$ cat config.mk
export PLATFORM = sky130hd
export DESIGN_NAME = tdr_tx_ring
export DESIGN_NICKNAME = d
export VERILOG_FILES = /design/src/rtl/tdr_pkg.sv /design/src/rtl/tdr_poll_timer.sv /design/src/rtl/tdr_ring_ptr.sv /design/src/rtl/tdr_tx_ring.sv
export SDC_FILE = /design/constraint.sdc
export NUM_CORES = 1
export LEC_CHECK = 0
export ABC_AREA = 1
export ABC_CLOCK_PERIOD_IN_PS = 2000
export BUFFER_PORTS_ARGS = -buffer_cell sky130_fd_sc_hd__buf_2
export CORE_ASPECT_RATIO = 1.25
export CORE_MARGIN = 2
export CORE_UTILIZATION = 55
export CTS_CLUSTER_SIZE = 30
export DETAILED_ROUTE_END_ITERATION = 7
export GPL_TIMING_DRIVEN = 0
export PLACE_DENSITY = 0.78
export SLEW_MARGIN = 0
export SYNTH_ARGS = -nofsm -noshare
export SYNTH_HDL_FRONTEND = slang
export SYNTH_SLANG_ARGS = --single-unit
$ cat constraint.sdc
create_clock -name clk -period 2 [get_ports clk]
set_input_delay 0.3 -clock clk [delete_from_list [all_inputs] [get_ports clk]]
set_output_delay 0.3 -clock clk [all_outputs]
set_load 0.01 [all_outputs]
$ cat src/rtl/tdr_pkg.sv
package tdr_pkg;

   typedef enum logic [2:0] {
      ST_IDLE,
      ST_POLL,
      ST_DATA,
      ST_LOOK,
      ST_STAT,
      ST_CLR,
      ST_HALT
   } tdr_state_e;

   // flag positions, counted down from the descriptor MSB
   localparam int FLG_OWN = 0;
   localparam int FLG_SOF = 1;
   localparam int FLG_EOF = 2;
   localparam int FLG_ERR = 3;
   localparam int FLG_BUF = 4;
   localparam int FLG_UFL = 5;
   localparam int FLG_NUM = 6;

endpackage

$ cat src/rtl/tdr_poll_timer.sv
module tdr_poll_timer #(
   parameter int TMR_W = 16
) (
   input  logic             clk,
   input  logic             rst_n,
   input  logic             run,
   input  logic [TMR_W-1:0] interval,
   output logic             fire
);
   logic [TMR_W-1:0] cnt;

   assign fire = run && (cnt == interval);

   always_ff @(posedge clk or negedge rst_n) begin
      if (!rst_n)
         cnt <= '0;
      else if (!run || fire)
         cnt <= '0;
      else
         cnt <= cnt + 1'b1;
   end
endmodule

$ cat src/rtl/tdr_ring_ptr.sv
module tdr_ring_ptr #(
   parameter int RING_DEPTH = 16,
   parameter int IW         = 4
) (
   input  logic          clk,
   input  logic          rst_n,
   input  logic          clr,
   input  logic          adv,
   output logic [IW-1:0] idx,
   output logic [IW-1:0] idx_nx
);
   generate
      if (RING_DEPTH == 1) begin : g_single
         assign idx    = '0;
         assign idx_nx = '0;
      end else begin : g_ring
         logic [IW-1:0] p;
         always_ff @(posedge clk or negedge rst_n) begin
            if (!rst_n)
               p <= '0;
            else if (clr)
               p <= '0;
            else if (adv)
               p <= p + 1'b1;
         end
         assign idx    = p;
         assign idx_nx = p + 1'b1;
      end
   endgenerate
endmodule

$ cat src/rtl/tdr_tx_ring.sv
module tdr_tx_ring
   import tdr_pkg::*;
#(
   parameter int DW         = 32,
   parameter int RING_DEPTH = 16,
   parameter int LEN_W      = 8,
   parameter int TMR_W      = 16,
   localparam int IW        = (RING_DEPTH > 1) ? $clog2(RING_DEPTH) : 1,
   localparam int AW        = 1 + IW + LEN_W
) (
   input  logic             clk,
   input  logic             rst_n,
   input  logic             tx_init,
   input  logic             recover_en,
   input  logic [TMR_W-1:0] poll_interval,
   input  logic             tx_err,
   input  logic             fifo_ready,
   output logic             mem_req,
   output logic             mem_we,
   output logic [AW-1:0]    mem_addr,
   output logic [DW-1:0]    mem_wdata,
   input  logic             mem_ack,
   input  logic [DW-1:0]    mem_rdata,
   output logic             fifo_valid,
   output logic [DW-1:0]    fifo_data,
   output logic             fifo_last,
   output logic             tx_on
);
   localparam int B_OWN = DW - 1 - FLG_OWN;
   localparam int B_SOF = DW - 1 - FLG_SOF;
   localparam int B_EOF = DW - 1 - FLG_EOF;
   localparam int B_ERR = DW - 1 - FLG_ERR;
   localparam int B_BUF = DW - 1 - FLG_BUF;
   localparam int B_UFL = DW - 1 - FLG_UFL;

   generate
      if (DW < LEN_W + FLG_NUM) begin : g_bad_width
         $error("descriptor word too narrow for length and flags");
      end
      if (RING_DEPTH < 1 || (RING_DEPTH & (RING_DEPTH - 1)) != 0) begin : g_bad_depth
         $error("ring depth must be a power of two");
      end
      if (TMR_W < 1) begin : g_bad_tmr
         $error("timer width must be positive");
      end
   endgenerate

   tdr_state_e       state;
   logic [DW-1:0]    cur, look;
   logic [LEN_W-1:0] beat, cur_len;
   logic             look_done, uflo_pend, err_pend, dreq;
   logic [IW-1:0]    idx, idx_nx;
   logic             fire, ack_ok, adv, need_look, zero_last;
   logic [DW-1:0]    stat_word;

   assign cur_len   = cur[LEN_W-1:0];
   assign ack_ok    = mem_req && mem_ack;
   assign need_look = !cur[B_EOF] && !look_done && (beat != '0 || cur_len == '0);
   assign zero_last = (cur_len == '0) && !cur[B_SOF] && cur[B_EOF];
   assign tx_on     = (state != ST_HALT);

   always_comb begin
      stat_word        = cur;
      stat_word[B_OWN] = 1'b0;
      if (err_pend)  stat_word[B_ERR] = 1'b1;
      if (uflo_pend) begin
         stat_word[B_BUF] = 1'b1;
         stat_word[B_UFL] = 1'b1;
      end
      if (zero_last) stat_word[B_BUF] = 1'b1;
   end

   always_comb begin
      mem_req   = 1'b0;
      mem_we    = 1'b0;
      mem_addr  = {1'b0, {LEN_W{1'b0}}, idx};
      mem_wdata = '0;
      unique case (state)
         ST_POLL: mem_req = 1'b1;
         ST_LOOK: begin
            mem_req  = 1'b1;
            mem_addr = {1'b0, {LEN_W{1'b0}}, idx_nx};
         end
         ST_DATA: begin
            mem_req  = dreq;
            mem_addr = {1'b1, idx, beat};
         end
         ST_STAT: begin
            mem_req   = 1'b1;
            mem_we    = 1'b1;
            mem_wdata = stat_word;
         end
         ST_CLR: begin
            mem_req          = 1'b1;
            mem_we           = 1'b1;
            mem_wdata        = cur;
            mem_wdata[B_OWN] = 1'b0;
         end
         default: ;
      endcase
   end

   assign adv = ack_ok && ((state == ST_CLR) ||
                (state == ST_STAT && !(uflo_pend && !err_pend && !recover_en)));

   tdr_ring_ptr #(.RING_DEPTH(RING_DEPTH), .IW(IW)) u_ptr (
      .clk    (clk),
      .rst_n  (rst_n),
      .clr    (state == ST_HALT && tx_init),
      .adv    (adv),
      .idx    (idx),
      .idx_nx (idx_nx)
   );

   tdr_poll_timer #(.TMR_W(TMR_W)) u_tmr (
      .clk      (clk),
      .rst_n    (rst_n),
      .run      (state == ST_IDLE),
      .interval (poll_interval),
      .fire     (fire)
   );

   always_ff @(posedge clk or negedge rst_n) begin
      if (!rst_n) begin
         state      <= ST_IDLE;
         cur        <= '0;
         look       <= '0;
         beat       <= '0;
         look_done  <= 1'b0;
         uflo_pend  <= 1'b0;
         err_pend   <= 1'b0;
         dreq       <= 1'b0;
         fifo_valid <= 1'b0;
         fifo_data  <= '0;
         fifo_last  <= 1'b0;
      end else begin
         fifo_valid <= 1'b0;
         fifo_last  <= 1'b0;
         if ((state == ST_DATA || state == ST_LOOK) && tx_err)
            err_pend <= 1'b1;
         unique case (state)
            ST_IDLE: if (fire) state <= ST_POLL;
            ST_POLL: if (ack_ok) begin
               cur       <= mem_rdata;
               beat      <= '0;
               look_done <= 1'b0;
               if (mem_rdata[B_OWN] && mem_rdata[B_SOF]) state <= ST_DATA;
               else if (mem_rdata[B_OWN])                state <= ST_CLR;
               else                                      state <= ST_IDLE;
            end
            ST_DATA: begin
               if (dreq) begin
                  if (ack_ok) begin
                     dreq       <= 1'b0;
                     beat       <= beat + 1'b1;
                     fifo_valid <= 1'b1;
                     fifo_data  <= mem_rdata;
                     fifo_last  <= cur[B_EOF] && (beat + 1'b1 == cur_len);
                  end
               end else if (err_pend || tx_err) begin
                  err_pend <= 1'b1;
                  state    <= ST_STAT;
               end else if (need_look) begin
                  state <= ST_LOOK;
               end else if (beat == cur_len) begin
                  state <= ST_STAT;
               end else if (fifo_ready) begin
                  dreq <= 1'b1;
               end
            end
            ST_LOOK: if (ack_ok) begin
               look      <= mem_rdata;
               look_done <= 1'b1;
               if (!mem_rdata[B_OWN]) uflo_pend <= 1'b1;
               state     <= ST_DATA;
            end
            ST_STAT: if (ack_ok) begin
               if (err_pend) begin
                  err_pend  <= 1'b0;
                  uflo_pend <= 1'b0;
                  state     <= ST_POLL;
               end else if (uflo_pend) begin
                  uflo_pend <= 1'b0;
                  state     <= recover_en ? ST_POLL : ST_HALT;
               end else if (cur[B_EOF]) begin
                  state <= ST_POLL;
               end else begin
                  cur       <= look;
                  beat      <= '0;
                  look_done <= 1'b0;
                  state     <= ST_DATA;
               end
            end
            ST_CLR:  if (ack_ok) state <= ST_POLL;
            ST_HALT: if (tx_init) state <= ST_IDLE;
            default: state <= ST_IDLE;
         endcase
      end
   end
endmodule

==> flow_metrics.tcl <==
set metrics [dict create \
    status "complete, but fails checks" \
    violations "setup timing" \
    htreeDepth 4 \
    tightest_slew_ps 516 \
    worst_slack_ps -13.0 \
    irDropWorstVdd_mv 0.794 \
    grt_overflow_total 0 \
    gp_congestion 0.917 \
    synth_top_cell_by_area "dfrtp_1" \
    dp_hpwl_um 12600 \
    finClkSkew_ps 8.35 \
    async_reset_ff_share_pct 100 \
    dr_wl_met2_um 8710 \
    ant_nets 0 \
    crit_arrival_ps 1710 \
    synthDistinctLibCells 32 \
    synth_most_common_cell "nand2_1" \
    highest_layer "met4" \
    dieHeight_um 128 \
    setup_violations 3 \
    finalMaxSlewViolations 0 \
    netlist.area_leader.share_pct 48.6 \
    cts.clk_slew.worst_paths_ps 60 \
    p_leak_nw 4.45 \
    fin_cells 1258 \
    synth_area_mm2 0.00674 \
    grt_max_degree 90 \
    drv_cap 0 \
    antenna_found_initial 0 \
    dieWidth_um 103 \
    yosysWarnings 0 \
    routed_wl_um 17900 \
    clk-insertion-delay-late_ps 410 \
    dp.cells 1221 \
    syn_avg_cell_area_um2 7.32 \
    ios 137 \
    max_stage_delay_ps 470 \
    firstDrtPassIters 5 \
    netlist_top_cells_count "nand2_1 (249), dfrtp_1 (131), inv_1 (123)" \
    drive_gt1_share_pct 20.8 \
    layout.nets 1141 \
    rsz0062_at_grt "true" \
    vias 6511 \
    grt_pass1_wl_um 29000 \
    dp_slack_ps -25.4 \
    gr-usage-all-layers_pct 28.3 \
    root_buffer "clkbuf_16" \
    synth_ff_type "dfrtp_1" \
    cts.sinks 131 \
    yosysSeqAreaShare_pct 48.6 \
    synth_edf_count 0 \
    drc 0 \
    finalCritPeriodShare_pct 101 \
    yosys-top-cells-area "dfrtp_1 (49%), nand2_1 (14%), inv_1 (6.8%)" \
    cts_buffers 17 \
    area_delta_synth_final_pct 25.7 \
    start_util_pct 56.0 \
    clockBufferDepth 2 \
    wl_met3_um 1200 \
    die_area_mm2 0.0132 \
    core_mm2 0.0120 \
    path_buf_inv 1 \
    cp-start-kind "flip-flop" \
    slew_headroom_pct 65.6 \
    antenna_cells 0 \
    path_delay_family "simple AND/OR/NAND/NOR gates" \
    worstPathCellList "nor2_4 > nand2_4 > nor3_4 > nand3_1 > a31oi_1 > buf_2" \
    syn-num-nets 980 \
    pwr_density_cell_mw_per_mm2 1400 \
    wl_per_cell_um 14.3 \
    worstHoldPathType "in -> reg" \
    utilization_pct 70.3 \
    wl_met1_um 7520 \
    whs_ps 165 \
    hold_viol_final 0 \
    drtIter0Drc 460 \
    end_kind "output port" \
    post-route-min-period_ps 2010 \
    numPortBuffers 135 \
    grt_pass1_vias 6087 \
    avgViaCountPerCell 5.18 \
    critical_path_required_ps 1700 \
    max_freq_mhz 497 \
    critPathSlowestCell "dfrtp_2" \
    cts_tree "yes" \
    critPathKind "reg -> out" \
    crit_path_max_fanout 7 \
    ys_seq_elements 131 \
    num_rows 45 \
    netlist_instances 921 \
]
-- cells by family after synthesis --
logic type	after synthesis	share of synthesized area [%]
flip-flops	131	48.6
AND/OR/NAND/NOR	437	26.5
adder cells (fa/ha/maj)	4	0.742
XOR/XNOR	10	1.30
buffers and inverters	168	9.74
AO/OA/AOI/OAI	170	13.0
other	1	0.0556
-- sequential cells by signal, summed over array words and instances, names as in the netlist, 3 cells and up --
name	flops
fifo_data	32
cur	31
beat	8
u_tmr.cnt	16
state	3
look	31
u_ptr.idx	4
-- power by group --
group | switching, W | internal, W
registers | 0.000535 | 0.00358
clock network | 0.00117 | 0.00203
logic | 0.00291 | 0.00163
total | 0.00462 | 0.00723
-- worst min-delay path: cells and delay by family --
| family | cells | cell delay (ps) |
|---|---|---|
| AOI/OAI and AO/OA | 1 | 70 |
| buffers and inverters | 2 | 160 |
-- path summary, 6_finish.rpt --
check / start / to / slack, ps / depth (start not counted)
max: state[1] / mem_wdata[27] / -10 / 6
min reg2reg: fifo_data[31] / fifo_data[31] / 470 / 2
max in group asynchronous: rst_n / state[0] / 840 / 3
min in group asynchronous: rst_n / fifo_data[23] / 380 / 2
min: mem_rdata[18] / look[18] / 170 / 3
max reg2reg: state[2] / cur[5] / 20 / 12
-- repair_timing --
action | in CTS | in global routing
hold buffers | 1 | 0
buffers inserted | 3 | 3
endpoints found under the setup margin | 78 | 140
hold endpoints to repair | 42 | 0
cloned | 0 | 0
resized for setup | 29 | 46
pin swaps | 2 | 0
-- per-stage QoR --
stage          power, W  setup TNS (ps)  cell area, µm²
4_1_cts          0.0117           -12.1            8370
3_5_place_dp    0.00832            -215            7660
2_1_floorplan   0.00680               0            6740
5_1_grt          0.0127           -1390            8470
6_report         0.0119           -32.5            8470
3_3_place_gp    0.00821         -153680            7620
-- layout make-up --
type	instances	area, µm²
fillers	1088	3570
flip-flops and latches	131	3280
multi-input cells	622	2890
repair buffers	143	764
inverters	130	497
clock buffers	20	457
plain buffers	37	233
well taps	164	205
clock inverters	11	153
-- metal layers --
metal | track usage [%] | up-vias
met5 | 0 | -
li1 | - | 3227
met2 | 46.1 | 242
met4 | 9.98 | 0
met3 | 6.16 | 35
met1 | 37.4 | 3007
-- cells in the final DEF (no fill, tap or decap), types with 3 or more instances in the layout --
cell type and instances:
nand2_1 247, buf_2 140, dfrtp_1 129, inv_1 121, nor2_1 101, o21ai_0 87
o21ai_1 58, nand3_1 55, clkbuf_16 17, a21oi_1 13, clkbuf_1 12, buf_4 11
inv_2 7, buf_6 7, clkbuf_2 7, nor3_1 7, xor2_1 6, nand4_1 6
nor3b_1 6, nor2_4 5, xnor2_1 4, ha_1 4, clkbuf_8 3, nor2_2 3
clkinvlp_4 3, bufinv_16 3, clkinv_4 3
(Power assumes the default switching activity.)
